--- src/rtl/cs_dec_pkg.sv ---
package cs_dec_pkg;

    localparam int CSD_ADDR_W = 24;
    localparam int CSD_BASE_W = 8;
    localparam int CSD_SZ_W   = 3;
    localparam int CSD_N_PROG = 4;

    // fixed window limits
    localparam logic [CSD_ADDR_W-1:0] CSD_AREA0_LO   = 24'h0000F0;
    localparam logic [CSD_ADDR_W-1:0] CSD_AREA0_HI   = 24'h0000FF;
    localparam logic [CSD_ADDR_W-1:0] CSD_AREA1_LO   = 24'h00C000;
    // the first programmable area never reaches below this address
    localparam logic [CSD_ADDR_W-1:0] CSD_AREA2_FLOOR = 24'h100000;

    // defaults a configuration block loads into the programmable areas
    localparam logic [CSD_N_PROG*CSD_BASE_W-1:0] CSD_DEF_BASES = 32'hC080_4000;
    localparam logic [CSD_SZ_W-1:0]              CSD_DEF_SIZE  = 3'd6;

endpackage

--- src/rtl/cs_window_match.sv ---
module cs_window_match #(
    parameter int ADDR_W = 24
) (
    input  logic [ADDR_W-1:0] addr,
    input  logic [ADDR_W-1:0] lo,
    input  logic [ADDR_W-1:0] hi,
    output logic              hit
);
    // inclusive range compare
    assign hit = (addr >= lo) && (addr <= hi);
endmodule

--- src/rtl/cs_prog_match.sv ---
module cs_prog_match #(
    parameter int              ADDR_W    = 24,
    parameter int              BASE_W    = 8,
    parameter int              SZ_W      = 3,
    parameter bit              USE_FLOOR = 1'b0,
    parameter logic [ADDR_W-1:0] FLOOR   = '0
) (
    input  logic [ADDR_W-1:0] addr,
    input  logic [BASE_W-1:0] base,
    input  logic [SZ_W-1:0]   size,
    output logic              hit
);
    localparam int LSB = ADDR_W - BASE_W;

    logic [BASE_W-1:0] mask;
    logic [BASE_W-1:0] diff;
    logic              above;

    always_comb begin
        // size code n drops the n lowest base bits from the compare
        mask = {BASE_W{1'b1}} << size;
        diff = (addr[ADDR_W-1:LSB] ^ base) & mask;
    end

    generate
        if (USE_FLOOR) begin : g_floor
            assign above = (addr >= FLOOR);
        end else begin : g_nofloor
            assign above = 1'b1;
        end
    endgenerate

    assign hit = (diff == '0) && above;
endmodule

--- src/rtl/cs_prio_pick.sv ---
module cs_prio_pick #(
    parameter int N    = 6,
    parameter int IW   = 3
) (
    input  logic [N-1:0]  req,
    output logic [N-1:0]  grant,
    output logic [IW-1:0] idx,
    output logic          any
);
    always_comb begin
        grant = '0;
        idx   = '0;
        any   = 1'b0;
        // scan from the top so the lowest requester is written last
        for (int i = N - 1; i >= 0; i--) begin
            if (req[i]) begin
                grant    = '0;
                grant[i] = 1'b1;
                idx      = IW'(i);
                any      = 1'b1;
            end
        end
    end
endmodule

--- src/rtl/cs_area_decoder.sv ---
module cs_area_decoder
    import cs_dec_pkg::*;
#(
    parameter int ADDR_W = CSD_ADDR_W,
    parameter int BASE_W = CSD_BASE_W,
    parameter int SZ_W   = CSD_SZ_W,
    parameter int N_PROG = CSD_N_PROG,
    parameter int N_AREA = N_PROG + 2,
    parameter int IDX_W  = $clog2(N_PROG + 2)
) (
    input  logic                     clk,
    input  logic                     rst_n,
    input  logic                     req_valid,
    input  logic                     req_fetch,
    input  logic [ADDR_W-1:0]        req_addr,
    input  logic [N_AREA-1:0]        area_en,
    input  logic [N_AREA-1:0]        area_data_only,
    input  logic [N_AREA-1:0]        area_cs_oe,
    input  logic [N_AREA-1:0]        area_cs_level,
    input  logic [N_PROG*BASE_W-1:0] prog_base,
    input  logic [N_PROG*SZ_W-1:0]   prog_size,
    input  logic [ADDR_W-1:0]        area1_top,
    output logic [N_AREA-1:0]        area_sel,
    output logic [IDX_W-1:0]         area_idx,
    output logic                     area_hit,
    output logic                     no_match,
    output logic [N_AREA-1:0]        cs_pin
);

    typedef struct packed {
        logic [N_AREA-1:0] sel;
        logic [IDX_W-1:0]  idx;
        logic              hit;
        logic              miss;
    } dec_state_t;

    dec_state_t st_d, st_q;

    logic [N_AREA-1:0] raw_hit;
    logic [N_AREA-1:0] qual_hit;
    logic [N_AREA-1:0] grant;
    logic [IDX_W-1:0]  win_idx;
    logic              win_any;

    // fixed windows
    cs_window_match #(.ADDR_W(ADDR_W)) u_area0 (
        .addr (req_addr),
        .lo   (ADDR_W'(CSD_AREA0_LO)),
        .hi   (ADDR_W'(CSD_AREA0_HI)),
        .hit  (raw_hit[0])
    );

    cs_window_match #(.ADDR_W(ADDR_W)) u_area1 (
        .addr (req_addr),
        .lo   (ADDR_W'(CSD_AREA1_LO)),
        .hi   (area1_top),
        .hit  (raw_hit[1])
    );

    // programmable windows; only the first one carries the floor
    generate
        for (genvar k = 0; k < N_PROG; k++) begin : g_prog
            cs_prog_match #(
                .ADDR_W    (ADDR_W),
                .BASE_W    (BASE_W),
                .SZ_W      (SZ_W),
                .USE_FLOOR (k == 0),
                .FLOOR     (ADDR_W'(CSD_AREA2_FLOOR))
            ) u_match (
                .addr (req_addr),
                .base (prog_base[k*BASE_W +: BASE_W]),
                .size (prog_size[k*SZ_W +: SZ_W]),
                .hit  (raw_hit[k+2])
            );
        end
    endgenerate

    cs_prio_pick #(.N(N_AREA), .IW(IDX_W)) u_pick (
        .req   (qual_hit),
        .grant (grant),
        .idx   (win_idx),
        .any   (win_any)
    );

    always_comb begin
        qual_hit = raw_hit
                 & area_en
                 & ~(area_data_only & {N_AREA{req_fetch}})
                 & {N_AREA{req_valid}};
        st_d      = '0;
        st_d.sel  = grant;
        st_d.idx  = win_idx;
        st_d.hit  = win_any;
        st_d.miss = req_valid & ~win_any;
    end

    always_ff @(posedge clk or negedge rst_n) begin
        if (!rst_n) begin
            st_q <= '0;
        end else begin
            st_q <= st_d;
        end
    end

    assign area_sel = st_q.sel;
    assign area_idx = st_q.idx;
    assign area_hit = st_q.hit;
    assign no_match = st_q.miss;

    // polarity and output enable per pin
    generate
        for (genvar i = 0; i < N_AREA; i++) begin : g_pin
            assign cs_pin[i] = area_cs_oe[i] & ~(st_q.sel[i] ^ area_cs_level[i]);
        end
    endgenerate

endmodule

--- config.mk ---
export PLATFORM = sky130hd
export DESIGN_NAME = cs_area_decoder
export DESIGN_NICKNAME = d
export VERILOG_FILES = /design/src/rtl/cs_dec_pkg.sv /design/src/rtl/cs_window_match.sv /design/src/rtl/cs_prog_match.sv /design/src/rtl/cs_prio_pick.sv /design/src/rtl/cs_area_decoder.sv
export SDC_FILE = /design/constraint.sdc
export NUM_CORES = 1
export LEC_CHECK = 0
export ABC_AREA = 1
export BUFFER_PORTS_ARGS = -buffer_cell sky130_fd_sc_hd__buf_2
export CORE_ASPECT_RATIO = 1.75
export CORE_MARGIN = 3
export CORE_UTILIZATION = 25
export DETAILED_ROUTE_END_ITERATION = 10
export PLACE_DENSITY = 0.57
export SETUP_SLACK_MARGIN = 0.5
export SLEW_MARGIN = 20
export SYNTH_ARGS = -nofsm -noshare
export SYNTH_HDL_FRONTEND = slang
export SYNTH_HIERARCHICAL = 1
export SYNTH_SLANG_ARGS = --single-unit
export TNS_END_PERCENT = 5
--- constraint.sdc ---
create_clock -name clk -period 0.8 [get_ports clk]
set_clock_uncertainty 0.05 [all_clocks]
set_input_delay 0.04 -clock clk [delete_from_list [all_inputs] [get_ports clk]]
set_output_delay 0.04 -clock clk [all_outputs]
set_load 0.02 [all_outputs]
After elaboration in Yosys (flattened, before gate mapping)
Cells that the tools add are included.
{"block": "word_totals", "ff_bits": 11, "latch_bits": 0, "ramBits": 0, "rom_bits": 0, "inputBits": 120, "output_inout_bits": 17, "wordCells": 71, "mem_count": 0}
{"block": "op_classes", "addsub": 0, "n_mul": 0, "div": 0, "n_lt_le_gt_ge": 5, "eq_ne": 0, "n_shift": 4, "mux": 18, "bitwise": 33, "reduce_logical": 7}
{"cell": "6-bit two-way mux", "count": 6}
{"cell": "8-bit bitwise AND", "count": 4}
{"cell": "8-bit logical NOT", "count": 4}
{"cell": "8-bit by 3-bit left shift with 8-bit output (first input constant)", "count": 4}
{"cell": "8-bit XOR", "count": 4}
{"cell": "6-bit bitwise AND", "count": 4}
{"cell": "24-bit by 16-bit >= comparator with 1-bit output (second input constant)", "count": 1}
{"cell": "24-bit by 21-bit >= comparator with 1-bit output (second input constant)", "count": 1}
{"cell": "24-bit by 8-bit >= comparator with 1-bit output (second input constant)", "count": 1}
{"cell": "24-bit <= comparator", "count": 1}
{"cell": "24-bit by 8-bit <= comparator with 1-bit output (second input constant)", "count": 1}
{"cell": "3-bit two-way mux", "count": 6}
{"cell": "1-bit bitwise AND", "count": 7}
{"cell": "1-bit NOT", "count": 7}
{"cell": "1-bit two-way mux", "count": 6}
{"cell": "6-bit NOT", "count": 1}
{"cell": "1-bit XOR", "count": 6}
{"cell": "1-bit logical AND", "count": 3}

Longest topological paths before layout
Gate-level depths: netlist of run 1.
{"block": "logic_depth", "ltp_word": 15, "mapped_depth": 19, "mapped_depth_nobuf": 19}

Hierarchy
The synthesis of run 1 kept the hierarchy.
{"mod": "cs_window_match", "n_inst": 2, "cells_each": 221, "area_per_inst_um2": 1336.3, "seq_area_each_um2": 0.0}
{"mod": "cs_prog_match (g_prog[1].u_match ...)", "n_inst": 3, "cells_each": 59, "area_per_inst_um2": 229.0, "seq_area_each_um2": 0.0}
{"mod": "cs_area_decoder", "n_inst": 1, "cells_each": 69, "area_per_inst_um2": 493.0, "seq_area_each_um2": 275.3}
{"mod": "cs_prog_match (g_prog[0].u_match)", "n_inst": 1, "cells_each": 64, "area_per_inst_um2": 246.5, "seq_area_each_um2": 0.0}
{"mod": "cs_prio_pick", "n_inst": 1, "cells_each": 23, "area_per_inst_um2": 103.8, "seq_area_each_um2": 0.0}

Worst setup path before layout of run 1
No wires, ideal clock.
{"block": "synth_timing", "path_kind": "input to register", "startpoint": "in req_addr[23]", "endpoint": "reg st_q (netlist bit area_sel[3])", "setup_ps": 129, "arrival_ps": 1309, "required_time_ps": 621, "setup_slack_ps": -688, "path_stages": 14, "n_path_buf": 0, "path_cell_list": "ha_1 nand2_1 nor2_2 nand2_2 nor2_2 nand4_1 nand2_1 nand2_1 inv_1 nand2_1 nor2_1 inv_1 nand2_1 nor3_1"}
{"block": "synth_via", "elab_cells_between_ends": 25, "cone_classes": "order compare: 5; mux: 5; bitwise: 9; reduce/logical: 6"}
{"element": "from (decl)", "line_no": "cs_area_decoder.sv:15", "text": "input logic [ADDR_W-1:0] req_addr,"}
{"element": "24-bit by 8-bit >= comparator with 1-bit output / 24-bit by 8-bit <= comparator with 1-bit output (equally long branches)", "line_no": "cs_window_match.sv:10", "text": "assign hit = (addr >= lo) && (addr <= hi);"}
{"element": "1-bit logical AND *", "line_no": "cs_window_match.sv:10"}
{"element": "net raw_hit[0]", "line_no": "cs_area_decoder.sv:39", "text": "logic [N_AREA-1:0] raw_hit;"}
{"element": "6-bit bitwise AND *", "line_no": "cs_area_decoder.sv:87", "text": "& area_en"}
{"element": "6-bit bitwise AND *", "line_no": "cs_area_decoder.sv:88", "text": "& ~(area_data_only & {N_AREA{req_fetch}})"}
{"element": "6-bit bitwise AND *", "line_no": "cs_area_decoder.sv:89", "text": "& {N_AREA{req_valid}};"}
{"element": "net qual_hit[0]", "line_no": "cs_area_decoder.sv:40", "text": "logic [N_AREA-1:0] qual_hit;"}
{"element": "6-bit two-way mux *", "line_no": "cs_prio_pick.sv:16", "text": "if (req[i]) begin"}
{"element": "net grant[3]", "line_no": "cs_area_decoder.sv:41", "text": "logic [N_AREA-1:0] grant;"}
{"element": "to (signal assigned)", "line_no": "cs_area_decoder.sv:101", "text": "st_q <= st_d;"}
{"element": "to (decl)", "line_no": "cs_area_decoder.sv:37", "text": "dec_state_t st_d, st_q;"}
The timed path passes the listed nets; every way through them passes the cells marked *.

==> run_summary.xml, run 1 <==
<?xml version="1.0" encoding="UTF-8"?>
<metrics>
  <group name="finish">
    <metric name="final-instance-count-excl-fill" unit="">1237</metric>
    <metric name="final-seq-area" unit="um^2">275</metric>
    <metric name="layout.cells.most_common" unit="">sky130_fd_sc_hd__nand2_1</metric>
    <metric name="antenna_cell_count" unit="">0</metric>
    <metric name="area_delta_synth_final" unit="%">59.7</metric>
    <metric name="num-nets-final" unit="">1230</metric>
    <metric name="most-common-layout-cells" unit="">248 x sky130_fd_sc_hd__nand2_1, 194 x sky130_fd_sc_hd__inv_1, 108 x sky130_fd_sc_hd__buf_2</metric>
    <metric name="layout.filler_cells" unit="">1840</metric>
    <metric name="multiInputGateArea" unit="um^2">4210</metric>
    <metric name="ratio_of_cells_with_drive_above_1_in_the_final_layout" unit="%">29.4</metric>
  </group>
  <group name="grt">
    <metric name="antenna_found_initial" unit="">1</metric>
    <metric name="grt_util_all_layers" unit="%">13.8</metric>
    <metric name="gr-total-overflow" unit="">0</metric>
    <metric name="maximum_number_of_pins_on_one_net_before_global_route_repair" unit="">12</metric>
    <metric name="vias_in_the_first_global_route" unit="">4755</metric>
    <metric name="first_pass_grt_wire_length" unit="um">21100</metric>
  </group>
  <group name="yosys">
    <metric name="post_synth_main_area_contributors" unit="">sky130_fd_sc_hd__ha_1 29%, sky130_fd_sc_hd__nand2_1 24%, sky130_fd_sc_hd__inv_1 18%, sky130_fd_sc_hd__nor2_1 7.9%, sky130_fd_sc_hd__dfrtp_1 6.5%</metric>
    <metric name="synth_cells" unit="">775</metric>
    <metric name="synth_area" unit="um^2">4200</metric>
    <metric name="netlist.area_leader.share" unit="%">28.6</metric>
    <metric name="synth.yosys.seq_area_share" unit="%">6.55</metric>
    <metric name="yosys.area.top_type" unit="">sky130_fd_sc_hd__ha_1</metric>
    <metric name="ys_types" unit="">23</metric>
    <metric name="synth.ff_latch_count" unit="">11</metric>
    <metric name="postSynthAreaPerCell" unit="um^2">5.42</metric>
    <metric name="ys.warnings.count" unit="">6</metric>
  </group>
  <group name="power_and_ir_drop">
    <metric name="ir_worst_vdd" unit="mV">0.685</metric>
    <metric name="pwr_density_cell" unit="nW/um^2">670</metric>
    <metric name="power.total" unit="W">0.00450</metric>
    <metric name="leakage" unit="nW">3.89</metric>
  </group>
  <group name="floorplanning">
    <metric name="core_area" unit="um^2">16400</metric>
    <metric name="die_x" unit="um">104</metric>
    <metric name="chipHeight" unit="um">178</metric>
    <metric name="die-area" unit="um^2">18500</metric>
    <metric name="floorplan.io_pins" unit="">137</metric>
    <metric name="initial_core_util" unit="%">25.6</metric>
    <metric name="fp-row-count" unit="">62</metric>
  </group>
  <group name="routing">
    <metric name="route.vias.total" unit="">4851</metric>
    <metric name="routed_wl" unit="um">12700</metric>
    <metric name="detail_route.drc_violations" unit="">0</metric>
    <metric name="detailedRoute.firstIterationViolations" unit="">95</metric>
    <metric name="avgRoutedWirePerCell" unit="um">10.3</metric>
    <metric name="drt-pass1-iter-count" unit="">4</metric>
    <metric name="vias_per_cell" unit="">3.92</metric>
    <metric name="drt.antenna.violating_nets" unit="">0</metric>
  </group>
  <group name="cts">
    <metric name="htreeDepth" unit="">1</metric>
    <metric name="clock_slew_seen_by_the_registers_of_the_worst_setup_and_hold_paths" unit="ns">0.04</metric>
    <metric name="total_cts_buffers" unit="">3</metric>
    <metric name="deepest_clock_path_buffer_count" unit="">2</metric>
    <metric name="clock_sinks" unit="">11</metric>
    <metric name="clock-root-buffer" unit="">sky130_fd_sc_hd__clkbuf_16</metric>
    <metric name="cts_tree" unit="">yes</metric>
  </group>
  <group name="sta">
    <metric name="setup_slack" unit="ns">-0.698</metric>
    <metric name="finalHoldViolCount" unit="">11</metric>
    <metric name="report.final.setup_viol" unit="">28</metric>
    <metric name="worst_hold_slack" unit="ns">-0.389</metric>
    <metric name="min_period" unit="ns">1.50</metric>
    <metric name="drv_slew" unit="">0</metric>
    <metric name="rsz0062_at_grt" unit="">true</metric>
    <metric name="maxClockFrequency" unit="GHz">0.668</metric>
    <metric name="final.period_utilization" unit="%">187</metric>
  </group>
  <group name="status">
    <metric name="violations" unit="">hold timing, setup timing</metric>
    <metric name="status" unit="">finished with violations</metric>
  </group>
  <group name="run">
    <metric name="cap_violations" unit="">0</metric>
  </group>
  <group name="setup_path">
    <metric name="path_class" unit="">input pin to flop</metric>
    <metric name="endpoint_kind" unit="">flop</metric>
    <metric name="crit_path_max_fanout" unit="">3</metric>
    <metric name="cp_data_arrival_time" unit="ns">1.57</metric>
    <metric name="critical_path_required_time" unit="ns">0.87</metric>
    <metric name="start_kind" unit="">input pin</metric>
  </group>
  <group name="place">
    <metric name="place_hpwl" unit="um">11000</metric>
    <metric name="gpl_wtd_cong" unit="">0.820</metric>
    <metric name="placed_cells_incl_taps" unit="">1230</metric>
    <metric name="io_buffer_count" unit="">136</metric>
  </group>
  <group name="min_path">
    <metric name="min-delay-path-class" unit="">input pin to async pin</metric>
  </group>
</metrics>
==> Yosys cell counts <==
| cell | n |
|---|---|
| sky130_fd_sc_hd__o21bai_1 | 2 |
| sky130_fd_sc_hd__inv_1 | 206 |
| sky130_fd_sc_hd__nor2_2 | 5 |
| sky130_fd_sc_hd__o21ai_1 | 2 |
| sky130_fd_sc_hd__o21ai_0 | 2 |
| sky130_fd_sc_hd__nand4_2 | 2 |
| sky130_fd_sc_hd__dfrtp_1 | 11 |
| sky130_fd_sc_hd__nor2_4 | 2 |
| sky130_fd_sc_hd__or2_1 | 3 |
| sky130_fd_sc_hd__nand2_1 | 268 |
| sky130_fd_sc_hd__ha_1 | 96 |
| sky130_fd_sc_hd__nand2_2 | 8 |
| sky130_fd_sc_hd__a21oi_1 | 43 |
| sky130_fd_sc_hd__buf_4 | 1 |
| sky130_fd_sc_hd__nand3_2 | 1 |
| sky130_fd_sc_hd__nand3_1 | 13 |
| sky130_fd_sc_hd__nor2_1 | 88 |
| sky130_fd_sc_hd__a21o_1 | 6 |
| sky130_fd_sc_hd__nor3_1 | 3 |
| sky130_fd_sc_hd__conb_1 | 2 |
| sky130_fd_sc_hd__nand4_1 | 5 |
| sky130_fd_sc_hd__o21a_1 | 4 |
| sky130_fd_sc_hd__inv_2 | 2 |
==> kinds of logic (layout without fill, tap and decap cells) <==
kind of cell | Yosys count | after routing | synth area share [%]
flops | 11 | 11 | 6.55
compound gates | 59 | 59 | 7.74
fa+ha+maj | 96 | 96 | 28.6
other cells | 2 | 72 | 0.179
simple gates | 398 | 398 | 38.2
buf+inv | 209 | 377 | 18.8
==> per-layer routing <==
| layer | GRT usage (%) | wire [um] | vias to the layer above |
|---|---|---|---|
| met3 | 1.42 | 493 | 14 |
| met5 | 0 | 13 | - |
| met4 | 2.11 | 153 | 2 |
| met2 | 29.3 | 7210 | 107 |
| met1 | 14.3 | 4820 | 2020 |
| li1 | - | - | 2708 |
==> worst paths after layout <==
path | from | to | slack [ns] | depth (start not counted)
max | req_addr[3] | area_idx[2] | -0.70 | 16
min | rst_n | area_idx[2] | -0.39 | 1
max in group asynchronous | rst_n | area_idx[0] | 0.89 | 1
min in group clk | area_en[1] | area_sel[1] | 0.14 | 5
==> per-stage QoR <==
| stage | setup TNS, ns | worst slack [ns] | area (um^2) | utilization (%) |
|---|---|---|---|---|
| finish | -9.70 | -0.698 | 6710 | 40.8 |
| global route | -11.72 | -0.835 | 6710 | 40.8 |
| CTS | -10.14 | -0.750 | 6380 | 38.8 |
| detailed placement | -12.21 | -1.16 | 5730 | 34.9 |
| global placement | -12.11 | -1.14 | 5730 | 34.9 |
| floorplan | -7.26 | -0.616 | 4570 | - |
==> power by group <==
| part | switching (W) | internal (W) | leakage (nW) |
|---|---|---|---|
| clock | 0.000235 | 0.000668 | 0.0382 |
| combinational | 0.00161 | 0.00139 | 3.70 |
| sequential | 0.0000112 | 0.000580 | 0.150 |
==> worst max-delay path, cell delays in order <==
cell	delay [ns]
sky130_fd_sc_hd__buf_2	0.13
sky130_fd_sc_hd__buf_6	0.13
sky130_fd_sc_hd__ha_4	0.25
sky130_fd_sc_hd__nand2_1	0.06
sky130_fd_sc_hd__nor2_1	0.15
sky130_fd_sc_hd__a21oi_2	0.08
sky130_fd_sc_hd__nand3_2	0.08
sky130_fd_sc_hd__nand2_2	0.06
sky130_fd_sc_hd__nand2_2	0.05
sky130_fd_sc_hd__nand2_1	0.06
sky130_fd_sc_hd__inv_1	0.07
sky130_fd_sc_hd__nand2_1	0.06
sky130_fd_sc_hd__nor2_2	0.11
sky130_fd_sc_hd__inv_2	0.08
sky130_fd_sc_hd__nand3_4	0.11
sky130_fd_sc_hd__nor2_2	0.04
==> repair_timing <==
item                                    CTS  global route
endpoints found under the setup margin   28            28
endpoints found under the hold margin    11            11
resized for setup                        93            71
buffers inserted                          3             0
pin swaps                                28            25
==> registers in the layout (all words and copies together) (netlist names) <==
signal and flops:
area_hit 1, area_idx 3, area_sel 6, no_match 1
==> layout make-up <==
type / instances / area share [%]
Timing Repair Buffer: 165 / 16.1
Multi-Input combinational cell: 625 / 62.8
Sequential cell: 11 / 4.10
Tap cell: 224 / 4.18
Clock buffer: 4 / 1.17
Inverter: 208 / 11.7
(Power assumes the default switching activity.)
==> inputs of run 2 (changes only) <==
- REMOVE_ABC_BUFFERS: unset -> 1
==> run 2 against run 1 <==
Compared with the run above: the run still ends with hold timing, setup timing left; clock-buffer cell count is 1 lower; critical path depth down 1; sequential cell count is the same; non-clock buffer count grew 7; power up 1.2%; sequential power hardly changed; clock power is 0.7% higher; via count rose by 1.8%; design area up 0.71%; sequential share of layout area hardly changed; setup slack lost 0.035 ns; largest power group unchanged.
==> run_summary.xml, run 2 (synthesized netlist as in run 1, its figures left out) <==
<?xml version="1.0" encoding="UTF-8"?>
<metrics>
  <group name="status">
    <metric name="status" unit="">finished with violations</metric>
    <metric name="violations" unit="">hold timing, setup timing</metric>
  </group>
  <group name="cts">
    <metric name="htreeDepth" unit="">1</metric>
    <metric name="deepest_clock_path_buffer_count" unit="">2</metric>
    <metric name="clock_sinks" unit="">11</metric>
    <metric name="clock-root-buffer" unit="">sky130_fd_sc_hd__clkbuf_16</metric>
    <metric name="cts_tree" unit="">yes</metric>
    <metric name="clock_slew_seen_by_the_registers_of_the_worst_setup_and_hold_paths" unit="ns">0.04</metric>
    <metric name="total_cts_buffers" unit="">3</metric>
  </group>
  <group name="min_path">
    <metric name="min-delay-path-class" unit="">input pin to async pin</metric>
  </group>
  <group name="routing">
    <metric name="detail_route.drc_violations" unit="">0</metric>
    <metric name="vias_per_cell" unit="">3.97</metric>
    <metric name="route.vias.total" unit="">4936</metric>
    <metric name="drt.antenna.violating_nets" unit="">0</metric>
    <metric name="detailedRoute.firstIterationViolations" unit="">131</metric>
    <metric name="drt-pass1-iter-count" unit="">4</metric>
    <metric name="routed_wl" unit="um">13000</metric>
    <metric name="avgRoutedWirePerCell" unit="um">10.5</metric>
  </group>
  <group name="sta">
    <metric name="worst_hold_slack" unit="ns">-0.391</metric>
    <metric name="min_period" unit="ns">1.53</metric>
    <metric name="setup_slack" unit="ns">-0.733</metric>
    <metric name="final.period_utilization" unit="%">192</metric>
    <metric name="final.setup.tns" unit="ns">-9.65</metric>
    <metric name="drv_slew" unit="">0</metric>
    <metric name="rsz0062_at_grt" unit="">true</metric>
    <metric name="maxClockFrequency" unit="GHz">0.652</metric>
    <metric name="report.final.setup_viol" unit="">28</metric>
    <metric name="finalHoldViolCount" unit="">11</metric>
  </group>
  <group name="finish">
    <metric name="layout.filler_cells" unit="">1841</metric>
    <metric name="num-nets-final" unit="">1237</metric>
    <metric name="final-instance-count-excl-fill" unit="">1244</metric>
    <metric name="layout.cell_area.non_filler" unit="um^2">6760</metric>
    <metric name="layout.cells.most_common" unit="">sky130_fd_sc_hd__nand2_1</metric>
    <metric name="ratio_of_cells_with_drive_above_1_in_the_final_layout" unit="%">29.2</metric>
    <metric name="most-common-layout-cells" unit="">247 x sky130_fd_sc_hd__nand2_1, 194 x sky130_fd_sc_hd__inv_1, 105 x sky130_fd_sc_hd__buf_2</metric>
    <metric name="number_of_flip_flops_in_the_largest_register" unit="">6</metric>
    <metric name="antenna_cell_count" unit="">0</metric>
    <metric name="area_delta_synth_final" unit="%">60.9</metric>
  </group>
  <group name="grt">
    <metric name="gr-total-overflow" unit="">0</metric>
    <metric name="vias_in_the_first_global_route" unit="">4506</metric>
    <metric name="maximum_number_of_pins_on_one_net_before_global_route_repair" unit="">12</metric>
    <metric name="grt_util_all_layers" unit="%">13.5</metric>
    <metric name="first_pass_grt_wire_length" unit="um">20600</metric>
    <metric name="antenna_found_initial" unit="">0</metric>
  </group>
  <group name="place">
    <metric name="io_buffer_count" unit="">136</metric>
    <metric name="placed_cells_incl_taps" unit="">1236</metric>
    <metric name="post_dp_cell_area" unit="um^2">5660</metric>
    <metric name="gpl_wtd_cong" unit="">0.761</metric>
    <metric name="place_hpwl" unit="um">11200</metric>
  </group>
  <group name="setup_path">
    <metric name="path_class" unit="">input pin to flop</metric>
    <metric name="critical_path_required_time" unit="ns">0.88</metric>
    <metric name="start_kind" unit="">input pin</metric>
    <metric name="cp_data_arrival_time" unit="ns">1.61</metric>
    <metric name="crit_path_max_fanout" unit="">4</metric>
    <metric name="cell_by_cell_trace_of_the_critical_path" unit="">buf_8 -&gt; ha_4 -&gt; nand2_4 -&gt; nor2_4 -&gt; nand4_4 -&gt; nor2_4 -&gt; nand4_1 -&gt; nand2_1 -&gt; nand2_2 -&gt; inv_2 -&gt; nand2_2 -&gt; nor2_4 -&gt; inv_2 -&gt; nand4_1 -&gt; nor2_1</metric>
    <metric name="cpLargestDelayFamily" unit="">simple AND/OR/NAND/NOR gates</metric>
    <metric name="endpoint_kind" unit="">flop</metric>
    <metric name="timing.critical_path.slowest_stage_cell" unit="">sky130_fd_sc_hd__ha_4</metric>
    <metric name="critical_path_cell_count" unit="">15</metric>
    <metric name="worstSetupEndpoint" unit="">no_match</metric>
    <metric name="critical-path-top-cell-by-count" unit="">sky130_fd_sc_hd__nor2_4</metric>
    <metric name="biggest_cell_delay_along_the_critical_path" unit="ns">0.26</metric>
    <metric name="timing.critical_path.buf_inv" unit="">3</metric>
    <metric name="cp-startpoint" unit="">req_addr[14]</metric>
  </group>
  <group name="power_and_ir_drop">
    <metric name="ir_worst_vdd" unit="mV">0.456</metric>
    <metric name="pwr_density_cell" unit="nW/um^2">673</metric>
    <metric name="leakage" unit="nW">3.92</metric>
  </group>
  <group name="floorplanning">
    <metric name="chipHeight" unit="um">178</metric>
    <metric name="initial_core_util" unit="%">25.6</metric>
    <metric name="die_x" unit="um">104</metric>
    <metric name="fp-row-count" unit="">62</metric>
    <metric name="floorplan.io_pins" unit="">137</metric>
    <metric name="die-area" unit="um^2">18500</metric>
    <metric name="core_area" unit="um^2">16400</metric>
  </group>
  <group name="run">
    <metric name="cap_violations" unit="">0</metric>
  </group>
</metrics>
==> run 2: how the worst min path moves through the flow <==
stage	cells past startpoint	from	slack, ns	endpoint
3_3_place_gp	1	rst_n	-0.14	area_sel[4]
3_5_place_dp	1	rst_n	-0.13	area_sel[4]
5_1_grt	1	rst_n	-0.37	area_sel[5]
2_1_floorplan	0	rst_n	-0.31	area_hit
4_1_cts	1	rst_n	-0.38	area_sel[4]
6_report	1	rst_n	-0.39	area_sel[4]
==> run 2: area by class of cell <==
class | count | area, um^2 | share of cell area [%]
multi-input combinational | 625 | 4190 | 62.0
timing repair buffer | 172 | 1150 | 17.0
inverter | 208 | 781 | 11.5
tap | 224 | 280 | 4.15
sequential | 11 | 275 | 4.07
clock buffer | 3 | 75.1 | 1.11
clock inverter | 1 | 5.00 | 0.0740
==> run 2: repair_timing <==
| item | 4_1_cts | 5_1_grt |
|---|---|---|
| setup endpoints to repair | 28 | 28 |
| pin swaps | 33 | 43 |
| resized for setup | 64 | 116 |
| endpoints found under the hold margin | 11 | 11 |
| setup buffers | 2 | 2 |
==> run 2: per-layer routing <==
layer,share of wire [%],vias to the layer above,GRT usage [%]
met3,4.0,13,1.46
li1,-,2719,-
met2,56,113,28.9
met5,0,-,0
met4,1.5,0,1.33
met1,38,2091,14.3
==> run 2: stage by stage <==
step	util [%]	hold slack [ns]	total power, W	setup WS, ns
CTS	37.1	-0.383	0.00415	-0.780
global placement	34.4	-0.136	0.00297	-1.21
global route	41.1	-0.368	0.00506	-0.871
finish	41.1	-0.391	0.00455	-0.733
floorplan	-	-0.306	0.00203	-0.680
detailed placement	34.4	-0.131	0.00301	-1.23
==> run 2: where the power goes <==
group	total [W]	internal, W	switching [W]
Clock	0.000909	0.000661	0.000247
Sequential	0.000588	0.000579	0.00000884
Combinational	0.00305	0.00142	0.00163
Total	0.00455	0.00266	0.00188
==> inputs of run 3 (changes only) <==
- SETUP_SLACK_MARGIN: 0.5 -> 0.15
==> run 3 against run 2 <==
Compared with the run above: the flow finishes with violations (setup timing); routed wire length up 0.26%; via count increased by 0.34%; design area increased by 0.15%; hold slack improved by 0.44 ns; non-clock buffer count up 1; global-route usage hardly changed; die area stayed put; maximum frequency increased by 0.26%; clock power about the same; sequential power about the same; combinational power barely moved; final cell count about the same; critical path type unchanged.
==> run_summary.xml, run 3 (synthesized netlist as in run 1, its figures left out) <==
<?xml version="1.0" encoding="UTF-8"?>
<metrics>
  <group name="routing">
    <metric name="avgRoutedWirePerCell" unit="um">10.5</metric>
    <metric name="routed_wl" unit="um">13100</metric>
    <metric name="drt.antenna.violating_nets" unit="">0</metric>
    <metric name="vias_per_cell" unit="">3.98</metric>
    <metric name="detail_route.drc_violations" unit="">0</metric>
    <metric name="detailedRoute.firstIterationViolations" unit="">138</metric>
    <metric name="drt-pass1-iter-count" unit="">4</metric>
    <metric name="route.vias.total" unit="">4953</metric>
  </group>
  <group name="finish">
    <metric name="layout.filler_cells" unit="">1838</metric>
    <metric name="number_of_flip_flops_in_the_largest_register" unit="">6</metric>
    <metric name="antenna_cell_count" unit="">0</metric>
    <metric name="final-instance-count-excl-fill" unit="">1245</metric>
    <metric name="layout.cell_area.non_filler" unit="um^2">6770</metric>
    <metric name="ratio_of_cells_with_drive_above_1_in_the_final_layout" unit="%">29.2</metric>
    <metric name="multiInputGateArea" unit="um^2">4190</metric>
    <metric name="most-common-layout-cells" unit="">247 x sky130_fd_sc_hd__nand2_1, 194 x sky130_fd_sc_hd__inv_1, 105 x sky130_fd_sc_hd__buf_2</metric>
    <metric name="area_delta_synth_final" unit="%">61.1</metric>
    <metric name="layout.cells.most_common" unit="">sky130_fd_sc_hd__nand2_1</metric>
    <metric name="final_core_utilization" unit="%">41.2</metric>
    <metric name="num-nets-final" unit="">1238</metric>
    <metric name="final-seq-area" unit="um^2">275</metric>
  </group>
  <group name="place">
    <metric name="place_hpwl" unit="um">11200</metric>
    <metric name="io_buffer_count" unit="">136</metric>
    <metric name="gpl_wtd_cong" unit="">0.761</metric>
    <metric name="post_dp_cell_area" unit="um^2">5660</metric>
    <metric name="placed_cells_incl_taps" unit="">1236</metric>
  </group>
  <group name="floorplanning">
    <metric name="die-area" unit="um^2">18500</metric>
    <metric name="fp-row-count" unit="">62</metric>
    <metric name="floorplan.io_pins" unit="">137</metric>
    <metric name="core_area" unit="um^2">16400</metric>
    <metric name="die_x" unit="um">104</metric>
    <metric name="chipHeight" unit="um">178</metric>
    <metric name="initial_core_util" unit="%">25.6</metric>
  </group>
  <group name="min_path">
    <metric name="timing.hold.worst_endpoint" unit="">area_sel[0]</metric>
    <metric name="min_delay_path_depth" unit="">3</metric>
    <metric name="hold_crit_start" unit="">area_en[0]</metric>
    <metric name="min-delay-path-class" unit="">input pin to flop</metric>
  </group>
  <group name="power_and_ir_drop">
    <metric name="leakage" unit="nW">3.93</metric>
    <metric name="pwr_density_cell" unit="nW/um^2">672</metric>
    <metric name="ir_worst_vdd" unit="mV">0.455</metric>
  </group>
  <group name="sta">
    <metric name="report.final.setup_viol" unit="">28</metric>
    <metric name="min_period" unit="ns">1.53</metric>
    <metric name="drv_slew" unit="">0</metric>
    <metric name="finalHoldViolCount" unit="">0</metric>
    <metric name="maxClockFrequency" unit="GHz">0.654</metric>
    <metric name="rsz0062_at_grt" unit="">true</metric>
    <metric name="setup_slack" unit="ns">-0.729</metric>
    <metric name="final.period_utilization" unit="%">191</metric>
  </group>
  <group name="cts">
    <metric name="deepest_clock_path_buffer_count" unit="">2</metric>
    <metric name="cts_tree" unit="">yes</metric>
    <metric name="clock_slew_seen_by_the_registers_of_the_worst_setup_and_hold_paths" unit="ns">0.04</metric>
    <metric name="clock-root-buffer" unit="">sky130_fd_sc_hd__clkbuf_16</metric>
    <metric name="clock_sinks" unit="">11</metric>
    <metric name="total_cts_buffers" unit="">3</metric>
    <metric name="htreeDepth" unit="">1</metric>
  </group>
  <group name="grt">
    <metric name="antenna_found_initial" unit="">0</metric>
    <metric name="maximum_number_of_pins_on_one_net_before_global_route_repair" unit="">12</metric>
    <metric name="first_pass_grt_wire_length" unit="um">20600</metric>
    <metric name="vias_in_the_first_global_route" unit="">4515</metric>
    <metric name="grt_util_all_layers" unit="%">13.5</metric>
    <metric name="gr-total-overflow" unit="">0</metric>
  </group>
  <group name="run">
    <metric name="cap_violations" unit="">0</metric>
  </group>
  <group name="status">
    <metric name="violations" unit="">setup timing</metric>
    <metric name="status" unit="">finished with violations</metric>
  </group>
  <group name="setup_path">
    <metric name="critical_path_required_time" unit="ns">0.88</metric>
    <metric name="endpoint_kind" unit="">flop</metric>
    <metric name="path_class" unit="">input pin to flop</metric>
    <metric name="start_kind" unit="">input pin</metric>
    <metric name="cp_data_arrival_time" unit="ns">1.61</metric>
    <metric name="crit_path_max_fanout" unit="">4</metric>
  </group>
</metrics>
-- run 3: changes by cell type in the layout (fill, tap and decap cells not counted) --
cell and change:
sky130_fd_sc_hd__dlygate4sd3_1 +1
-- run 3: metrics by stage --
stage                     worst slack [ns]  power (W)  setup TNS, ns  hold WS, ns
after floorplan                     -0.680    0.00203          -7.92       -0.306
after detailed placement             -1.23    0.00301         -12.94       -0.131
after global routing                -0.871    0.00507         -11.80       0.0731
after CTS                           -0.780    0.00415         -10.31       0.0254
final                               -0.729    0.00455          -9.69       0.0487
after global placement               -1.21    0.00297         -12.90       -0.136
-- run 3: power by group --
part	switching [W]	internal [W]	leakage (nW)	total, W
Sequential	0.00000884	0.000580	0.150	0.000588
Combinational	0.00163	0.00143	3.73	0.00306
Clock	0.000245	0.000661	0.0409	0.000907
Total	0.00188	0.00267	3.93	0.00455
-- run 3: layout make-up --
class | count | share of cell area, %
flip-flops and latches | 11 | 4.07
inverters | 208 | 11.5
multi-input cells | 625 | 61.9
well taps | 224 | 4.14
clock buffers | 3 | 1.11
clock inverters | 1 | 0.0739
repair buffers | 173 | 17.1
-- run 3: per-layer routing --
metal / global-route usage, % / share of wire, % / vias up
li1: - / - / 2720
met1: 14.3 / 38 / 2105
met2: 28.9 / 56 / 113
met3: 1.46 / 3.9 / 15
met4: 1.33 / 1.5 / 0
met5: 0 / 0 / -
-- run 3: worst max-delay path by stage --
stage,start,end,cells after the start
after floorplan,req_addr[23],area_sel[3],14
after global placement,req_addr[19],no_match,14
after detailed placement,req_addr[19],no_match,14
after CTS,req_addr[13],no_match,15
after global routing,req_addr[15],no_match,15
final,req_addr[14],no_match,15
-- run 3: what timing repair did --
item	CTS	global route
hold buffers	1	0
setup endpoints to repair	28	28
pin swaps	33	43
hold endpoints to repair	11	0
gates resized for setup	64	116
setup buffers	2	2
-- run 3: critical path, cell delays in order --
cell	delay, ns
sky130_fd_sc_hd__buf_8	0.11
sky130_fd_sc_hd__ha_4	0.26
sky130_fd_sc_hd__nand2_4	0.05
sky130_fd_sc_hd__nor2_4	0.18
sky130_fd_sc_hd__nand4_4	0.11
sky130_fd_sc_hd__nor2_4	0.11
sky130_fd_sc_hd__nand4_1	0.11
sky130_fd_sc_hd__nand2_1	0.11
sky130_fd_sc_hd__nand2_2	0.06
sky130_fd_sc_hd__inv_2	0.05
sky130_fd_sc_hd__nand2_2	0.06
sky130_fd_sc_hd__nor2_4	0.12
sky130_fd_sc_hd__inv_2	0.06
sky130_fd_sc_hd__nand4_1	0.11
sky130_fd_sc_hd__nor2_1	0.05
